### src/rtl/irq_pkg.sv
package irq_pkg;

    typedef enum logic [1:0] {
        ST_IDLE    = 2'd0,
        ST_POSTED  = 2'd1,
        ST_SERVICE = 2'd2
    } irq_seq_state_t;

endpackage

### src/rtl/irq_enable_reg.sv
module irq_enable_reg #(
    parameter int NSRC    = 5,
    parameter int REG_W   = 8,
    parameter int GLB_BIT = 7
) (
    input  logic             clk,
    input  logic             rst_n,
    input  logic             we,
    input  logic [REG_W-1:0] wdata,
    output logic [REG_W-1:0] rdata,
    output logic             glb_en,
    output logic [NSRC-1:0]  src_en
);

    localparam logic [REG_W-1:0] LIVE_MASK =
        REG_W'((1 << NSRC) - 1) | REG_W'(1 << GLB_BIT);

    logic            glb_q;
    logic [NSRC-1:0] en_q;

    always_ff @(posedge clk or negedge rst_n) begin
        if (!rst_n) begin
            glb_q <= 1'b0;
            en_q  <= '0;
        end else if (we) begin
            glb_q <= wdata[GLB_BIT];
            en_q  <= wdata[NSRC-1:0];
        end
    end

    // Assemble the read image bit by bit; unassigned positions are reserved.
    for (genvar b = 0; b < REG_W; b++) begin : g_rd
        if (b < NSRC) begin : g_src
            assign rdata[b] = en_q[b];
        end else if (b == GLB_BIT) begin : g_glb
            assign rdata[b] = glb_q;
        end else begin : g_rsv
            assign rdata[b] = 1'b0;
        end
    end

    assign glb_en = glb_q;
    assign src_en = en_q;

    AST_WRITE_READBACK: assert property (@(posedge clk) disable iff (!rst_n)
        we |=> (rdata == ($past(wdata) & LIVE_MASK)));

    AST_RESERVED_ZERO: assert property (@(posedge clk) disable iff (!rst_n)
        (rdata & ~LIVE_MASK) == '0);

endmodule

### src/rtl/irq_prio_pick.sv
module irq_prio_pick #(
    parameter int NSRC       = 5,
    parameter int VEC_W      = 11,
    parameter int VEC_STRIDE = 8,
    parameter int VEC_OFS    = 3
) (
    input  logic             clk,
    input  logic             rst_n,
    input  logic [NSRC-1:0]  pend,
    output logic             any,
    output logic [NSRC-1:0]  grant,
    output logic [VEC_W-1:0] vec
);

    // blk[i] is set when some line with a smaller index is pending.
    logic [NSRC:0] blk;

    assign blk[0] = 1'b0;

    for (genvar i = 0; i < NSRC; i++) begin : g_chain
        assign blk[i+1]  = blk[i] | pend[i];
        assign grant[i]  = pend[i] & ~blk[i];
    end

    assign any = blk[NSRC];

    always_comb begin
        vec = '0;
        for (int i = 0; i < NSRC; i++) begin
            if (grant[i]) begin
                vec = vec | VEC_W'(VEC_OFS + i * VEC_STRIDE);
            end
        end
    end

    AST_GRANT_ONEHOT: assert property (@(posedge clk) disable iff (!rst_n)
        $onehot0(grant));

    AST_GRANT_WHEN_ANY: assert property (@(posedge clk) disable iff (!rst_n)
        any |-> (grant != '0));

endmodule

### src/rtl/irq_seq.sv
module irq_seq #(
    parameter int VEC_W = 11
) (
    input  logic             clk,
    input  logic             rst_n,
    input  logic             post_any,
    input  logic [VEC_W-1:0] post_vec,
    input  logic             cpu_ack,
    input  logic             cpu_reti,
    output logic             irq,
    output logic [VEC_W-1:0] vec,
    output logic             in_service
);

    import irq_pkg::*;

    irq_seq_state_t state_q, state_d;
    logic [VEC_W-1:0] vec_q;

    // State register.
    always_ff @(posedge clk or negedge rst_n) begin
        if (!rst_n) begin
            state_q <= ST_IDLE;
        end else begin
            state_q <= state_d;
        end
    end

    // Next-state logic.
    always_comb begin
        state_d = state_q;
        unique case (state_q)
            ST_IDLE:    if (post_any) state_d = ST_POSTED;
            ST_POSTED:  if (cpu_ack)  state_d = ST_SERVICE;
            ST_SERVICE: if (cpu_reti) state_d = ST_IDLE;
            default:    state_d = ST_IDLE;
        endcase
    end

    // The vector is captured on the edge that posts the strobe.
    always_ff @(posedge clk or negedge rst_n) begin
        if (!rst_n) begin
            vec_q <= '0;
        end else if (state_q == ST_IDLE && post_any) begin
            vec_q <= post_vec;
        end
    end

    // Outputs.
    always_comb begin
        irq        = 1'b0;
        in_service = 1'b0;
        unique case (state_q)
            ST_IDLE:    ;
            ST_POSTED:  irq = 1'b1;
            ST_SERVICE: in_service = 1'b1;
            default:    ;
        endcase
    end

    assign vec = vec_q;

    AST_VEC_HOLD: assert property (@(posedge clk) disable iff (!rst_n)
        (irq && !cpu_ack) |=> (irq && $stable(vec)));

    AST_SILENT_IN_SERVICE: assert property (@(posedge clk) disable iff (!rst_n)
        in_service |-> !irq);

    AST_ACK_ENTERS_SERVICE: assert property (@(posedge clk) disable iff (!rst_n)
        (irq && cpu_ack) |=> (in_service && !irq));

    AST_RETI_LEAVES_SERVICE: assert property (@(posedge clk) disable iff (!rst_n)
        (in_service && cpu_reti) |=> (!in_service && !irq));

    AST_IDLE_ACK_IGNORED: assert property (@(posedge clk) disable iff (!rst_n)
        (!irq && !in_service && !post_any) |=> (!irq && !in_service));

endmodule

### src/rtl/prio_irq_ctrl.sv
module prio_irq_ctrl #(
    parameter int NSRC       = 5,
    parameter int REG_W      = 8,
    parameter int GLB_BIT    = 7,
    parameter int VEC_W      = 11,
    parameter int VEC_STRIDE = 8,
    parameter int VEC_OFS    = 3
) (
    input  logic             clk,
    input  logic             rst_n,
    input  logic [NSRC-1:0]  src_req,
    input  logic             cfg_we,
    input  logic [REG_W-1:0] cfg_wdata,
    output logic [REG_W-1:0] cfg_rdata,
    output logic             cpu_irq,
    output logic [VEC_W-1:0] cpu_vec,
    input  logic             cpu_ack,
    input  logic             cpu_reti,
    output logic             irq_active
);

    localparam int VEC_TOP = VEC_OFS + (NSRC - 1) * VEC_STRIDE;

    logic             glb_en;
    logic [NSRC-1:0]  src_en;
    logic [NSRC-1:0]  pend;
    logic             pick_any;
    logic [NSRC-1:0]  pick_grant;
    logic [VEC_W-1:0] pick_vec;

    irq_enable_reg #(
        .NSRC    (NSRC),
        .REG_W   (REG_W),
        .GLB_BIT (GLB_BIT)
    ) u_en (
        .clk    (clk),
        .rst_n  (rst_n),
        .we     (cfg_we),
        .wdata  (cfg_wdata),
        .rdata  (cfg_rdata),
        .glb_en (glb_en),
        .src_en (src_en)
    );

    assign pend = glb_en ? (src_req & src_en) : '0;

    irq_prio_pick #(
        .NSRC       (NSRC),
        .VEC_W      (VEC_W),
        .VEC_STRIDE (VEC_STRIDE),
        .VEC_OFS    (VEC_OFS)
    ) u_pick (
        .clk   (clk),
        .rst_n (rst_n),
        .pend  (pend),
        .any   (pick_any),
        .grant (pick_grant),
        .vec   (pick_vec)
    );

    irq_seq #(
        .VEC_W (VEC_W)
    ) u_seq (
        .clk        (clk),
        .rst_n      (rst_n),
        .post_any   (pick_any),
        .post_vec   (pick_vec),
        .cpu_ack    (cpu_ack),
        .cpu_reti   (cpu_reti),
        .irq        (cpu_irq),
        .vec        (cpu_vec),
        .in_service (irq_active)
    );

    AST_MASTER_GATE: assert property (@(posedge clk) disable iff (!rst_n)
        $rose(cpu_irq) |-> $past(cfg_rdata[GLB_BIT]));

    AST_SOURCE_GATE: assert property (@(posedge clk) disable iff (!rst_n)
        $rose(cpu_irq) |-> ($past(src_req & cfg_rdata[NSRC-1:0]) != '0));

    AST_VEC_ON_GRID: assert property (@(posedge clk) disable iff (!rst_n)
        cpu_irq |-> ((32'(cpu_vec) % VEC_STRIDE) == VEC_OFS
                     && 32'(cpu_vec) <= VEC_TOP));

endmodule

### config.mk
export PLATFORM = sky130hd
export DESIGN_NAME = prio_irq_ctrl
export DESIGN_NICKNAME = d
export VERILOG_FILES = /design/src/rtl/irq_pkg.sv /design/src/rtl/irq_enable_reg.sv /design/src/rtl/irq_prio_pick.sv /design/src/rtl/irq_seq.sv /design/src/rtl/prio_irq_ctrl.sv
export SDC_FILE = /design/constraint.sdc
export NUM_CORES = 1
export LEC_CHECK = 0
export ABC_AREA = 1
export BUFFER_PORTS_ARGS = -buffer_cell sky130_fd_sc_hd__buf_2
export CAP_MARGIN = 20
export CELL_PAD_IN_SITES_DETAIL_PLACEMENT = 0
export CELL_PAD_IN_SITES_GLOBAL_PLACEMENT = 2
export CORE_AREA = 2 2 55 57
export DETAILED_ROUTE_END_ITERATION = 8
export DIE_AREA = 0 0 57 59
export HOLD_SLACK_MARGIN = 0.03
export PLACE_DENSITY = 0.81
export SKIP_LAST_GASP = 1
export SYNTH_ARGS = -nofsm -noshare
export SYNTH_HDL_FRONTEND = slang
export SYNTH_SLANG_ARGS = --single-unit
### constraint.sdc
create_clock -name clk -period 2 [get_ports clk]
set_input_delay 0 -clock clk [delete_from_list [all_inputs] [get_ports clk]]
set_output_delay 0 -clock clk [all_outputs]
set_load 0.03 [all_outputs]
* Yosys cells after proc, flatten, opt, wreduce, memory -nomap -nowiden *
Cells that the tools add are included.

word-level totals
  flip-flop bits (word level) = 19
  input bits = 18
  output and inout port bits = 21

operators by class
  equality and inequality tests = 5
  mux-type cells = 12
  bitwise logic cells = 13
  reduce and logical (&&, ||, !) cells = 3

operators with widths
  cell                                                                      count
  5-bit 2-to-1 mux                                                          3
  2-bit 2-to-1 mux                                                          4
  6-bit 2-to-1 mux                                                          1
  2-bit case mux with 3 select lines                                        1
  5-bit bitwise AND                                                         1
  1-bit bitwise AND                                                         4
  4-bit 2-to-1 mux                                                          1
  2-bit inequality test (second input constant)                             2
  1-bit inverter                                                            4
  1-bit bitwise OR                                                          4
  3-bit AND reduction                                                       1
  2-bit by 1-bit equality test with 1-bit output (second input constant)    1
  2-bit equality test (second input constant)                               1
  2-bit zero test                                                           1
  1-bit 2-to-1 mux                                                          2
  2-bit by 1-bit inequality test with 1-bit output (second input constant)  1
  1-bit logical AND                                                         1

* Longest topological paths before layout *
  depth after elaboration = 8
  depth in mapped cells = 7
  gate-level depth less buffers = 7

* Modules after synthesis *
Synthesis repeated with hierarchy kept, for this count alone.

second synthesis, totals
  cells, all modules = 132
  area, all modules = 1028.5 um^2

by module, submodules not included
  module          times used  cells an instance  area each (um^2)
  irq_seq         1           60                 534.3
  irq_enable_reg  1           34                 285.3
  irq_prio_pick   1           27                 167.7
  prio_irq_ctrl   1           11                 41.3

* Worst setup path after synthesis *
Ideal clock, no wire load.

  path kind = register to register
  start point = reg u_seq.state_q[0]
  end point = reg u_seq.state_q[0]
  setup time = 0.083 ns
  data arrival time = 1.084 ns
  path slack = 0.833 ns
  stages on the path, launching flop included = 5
  path buffers = 0
  cells stage by stage = dfrtp_1 > inv_1 > nor2_1 > inv_1 > o21ai_0

on the way
  word-level cells in the longest chain between the ends = 3
  elaborated cells between the ends (all ways) = 8

RTL lines
  element                                                                                                     line           source
  from (decl)                                                                                                 irq_seq.sv:17  irq_seq_state_t state_q, state_d;
  from (signal assigned)                                                                                      irq_seq.sv:25  state_q <= state_d;
  2-bit equality test, or another cell as far along                                                           irq_seq.sv:32  unique case (state_q)
  2-bit inequality test (no line) / 2-bit by 1-bit inequality test with 1-bit output (equally long branches)  n/a
  3-bit AND reduction (no line)                                                                               n/a

Parallel ways exist; a longest one is shown, timed or not.
A chain may end at the register's enable or synchronous reset.

* Worst setup path in the final report *
  start point = reg u_seq.state_q[0]
  end point = reg u_seq.state_q[1]

The elaborated chain is that of the path after synthesis.

==> impl_results.md <==
* Buf/Inv on CP at 2
* Layout cells sized above 1 at between 30% and 40%
* Vias in the first global route at between 500 and 600
* CORE AREA at between 0.002 and 0.003 mm2
* Die height at 59 um
* Clk buf depth at 2
* Worst stage delay on the critical path at 0.58 ns
* TritonCTS clock tree: yes
* Min Tclk post-route at 1.39 ns
* GRT Total Usage at 8.10%
* Min-delay worst type: primary input to flip-flop
* Die Wd at roughly 57 um
* Synth-to-layout area growth at 42.7%
* Setup crit start kind: flip-flop
* Syn. warnings at 0
* Power Density at roughly 1000 mW/mm2
* # rows at 19
* Period utilization at 69.5%
* Top cell type's share of synthesized area at 49.0%
* Critical path cell sequence: inv_1, nor2_1, nand2_1, o31ai_1, dlygate4sd3_1
* Clk sinks at 12
* WP depth at 5
* Post-CTS setup buffer count at 0
* Synth area leader: dfrtp_1
* Worst-path fanout max at 5
* Largest net degree at the start of global routing at 13
* Worst hold path cell count at 2
* Largest cells by area after synthesis: dfrtp_1 (49%), buf_4 (12%), mux2_2 (9.2%)
* Dpl hpwl at 1040 um
* Crit end category: flip-flop
* WL/cell at about 9.6 um
* Htree depth at 1
* First-pass GRT wire length at approximately 2100 um
* Total CTS buffers at 3
* Starting Density at between 20 and 25%
* Setup TNS at 0 ns
* Crit. Startpoint: u_seq.state_q[0]
* Finished Layout Cells at ~140
* NumNets Final at 124
* Worst-Skew Late Latency at 0.26 ns
* Vias at ~560
* Max_cap viols at 0
* Fmax at just over 0.7 GHz
* Port buffer count at 28
* Min-Delay Startpoint: cfg_we
* RSZ-0062 raised after global routing: false
* Cell area after synthesis at roughly 600 um2
* GP Congestion at 0.691
* Worst-case reg-to-reg path depth at 5
* FF-to-FF Start: u_seq.state_q[0]
* Initial DRC Count at 3
* CP required at 2.20 ns
* Syn_area_per_cell at 9.15 um2
* Slowest CP cell: dlygate4sd3_1
* Congestion Overflow GR at 0
* DRT Pass-1 Iters at 2
* Clk slew on worst S/H paths at ~0.070 ns
* Initial antenna violation count at 0
* Routed WL at between 1000 and 1500 um
* Final Setup Violations at 0
* Synth Instances at 67
* Vias/cell at ~4.1
* Final Hold Viols at 0
* Flops & latches, synth at 12
* Arrival time worst endpoint at roughly 1.6 ns
* Sequential element share of the synthesized area at between 40 and 50%
* VDD IR-drop max at between 0.3 and 0.4 mV
* Number of diodes at 0
* Setup slack on the worst flop-to-flop path at about 0.61 ns
* Placed Instances at approximately 120
* Top Ports at 39
* Run status: finished clean
* Root Buffer: clkbuf_4
* Setup CP Type: flip-flop to flip-flop
* Unique masters post-synth at 16
* Max-slew violations at 0
* Final Skew at around 0.0021 ns
* P_leak at approximately 0.00046 uW
* Final antenna-violating net count at 0
* DIE AREA at roughly 0.0034 mm2
* DRC viols at 0
* CP delay by family, top: buffers and inverters
## path summary, 6_finish.rpt
path                                    end
min reg2reg                    u_seq.vec[4]
max in group asynchronous      u_seq.vec[4]
max reg2reg                u_seq.state_q[1]
min                          u_en.src_en[3]
max                        u_seq.state_q[1]
min in group asynchronous    u_en.src_en[3]
## state kept, by name, indices dropped and copies added, names as in the netlist
signal / flops
u_en.src_en: 5
u_seq.state_q: 2
u_en.glb_en: 1
u_seq.vec: 4
## synth_stat cells
cell       n
a21boi_0   1
buf_2      1
buf_4     10
conb_1     1
dfrtp_1   12
inv_1      6
mux2_2     5
nand2_1   11
nand2_2    1
nand3_1    7
nand4_1    1
nor2_1     5
nor3_1     1
o21a_1     1
o21ai_0    3
o31ai_1    1
## report_power, final
group          internal [uW]  total, uW  leakage, uW  switching (uW)
clock                    110        186    0.0000210            75.8
combinational            120        360     0.000297             239
sequential               297        345     0.000144            47.7
total                    528        891     0.000462             363
## final cells by class
cell class | count | area [um2]
clock buffers | 4 | 36.3
repair buffers | 38 | 240
fillers | 315 | 1840
multi-input cells | 45 | 236
flip-flops and latches | 12 | 300
inverters | 6 | 22.5
well taps | 31 | 38.8
## per-layer routing
metal  track usage, %  up-vias  wire length (um)  share of wire (%)
met5                0        -                 0                  0
met4             4.98        0                17                1.3
met3             1.75        2                66                5.1
met2             12.3       14               646                 50
met1             10.6      261               570                 44
li1                 -      278                 -                  -
## cell usage in the layout, fill, tap and decap left out, types with 3 or more instances in the layout
cell           count
nor2_1             5
dfrtp_1           12
buf_2             28
dlygate4sd3_1     10
nand3_1            7
inv_1              6
o21ai_0            3
mux2_2             5
nand2_1           11
conb_1             8
clkbuf_4           3
## metrics by stage
step	instance area (um2)	setup slack (ns)	power, uW	hold WS [ns]	utilization [%]
after detailed placement	738	0.813	687	-0.104	27.2
after floorplan	639	0.833	597	-0.296	-
after global placement	738	0.843	682	-0.108	27.2
after global routing	875	0.520	952	0.0651	32.3
after CTS	875	0.621	908	0.0454	32.3
final	875	0.610	891	0.0584	32.3
## cell families (layout without fill, tap and decap cells)
logic type / count (synthesis) / after routing / share of synthesized area (%)
AND/OR/NAND/NOR: 26 / 26 / 18.4
multiplexers: 5 / 5 / 9.18
buffers and inverters: 17 / 48 / 16.7
AO/OA/AOI/OAI: 6 / 6 / 6.12
flip-flops: 12 / 12 / 49.0
other: 1 / 8 / 0.612
## what timing repair did
item / CTS / global route
endpoints found under the hold margin: 20 / 0
resized for setup: 0 / 0
hold buffers: 10 / 0
Note: power is estimated with default switching activity, not from simulation.
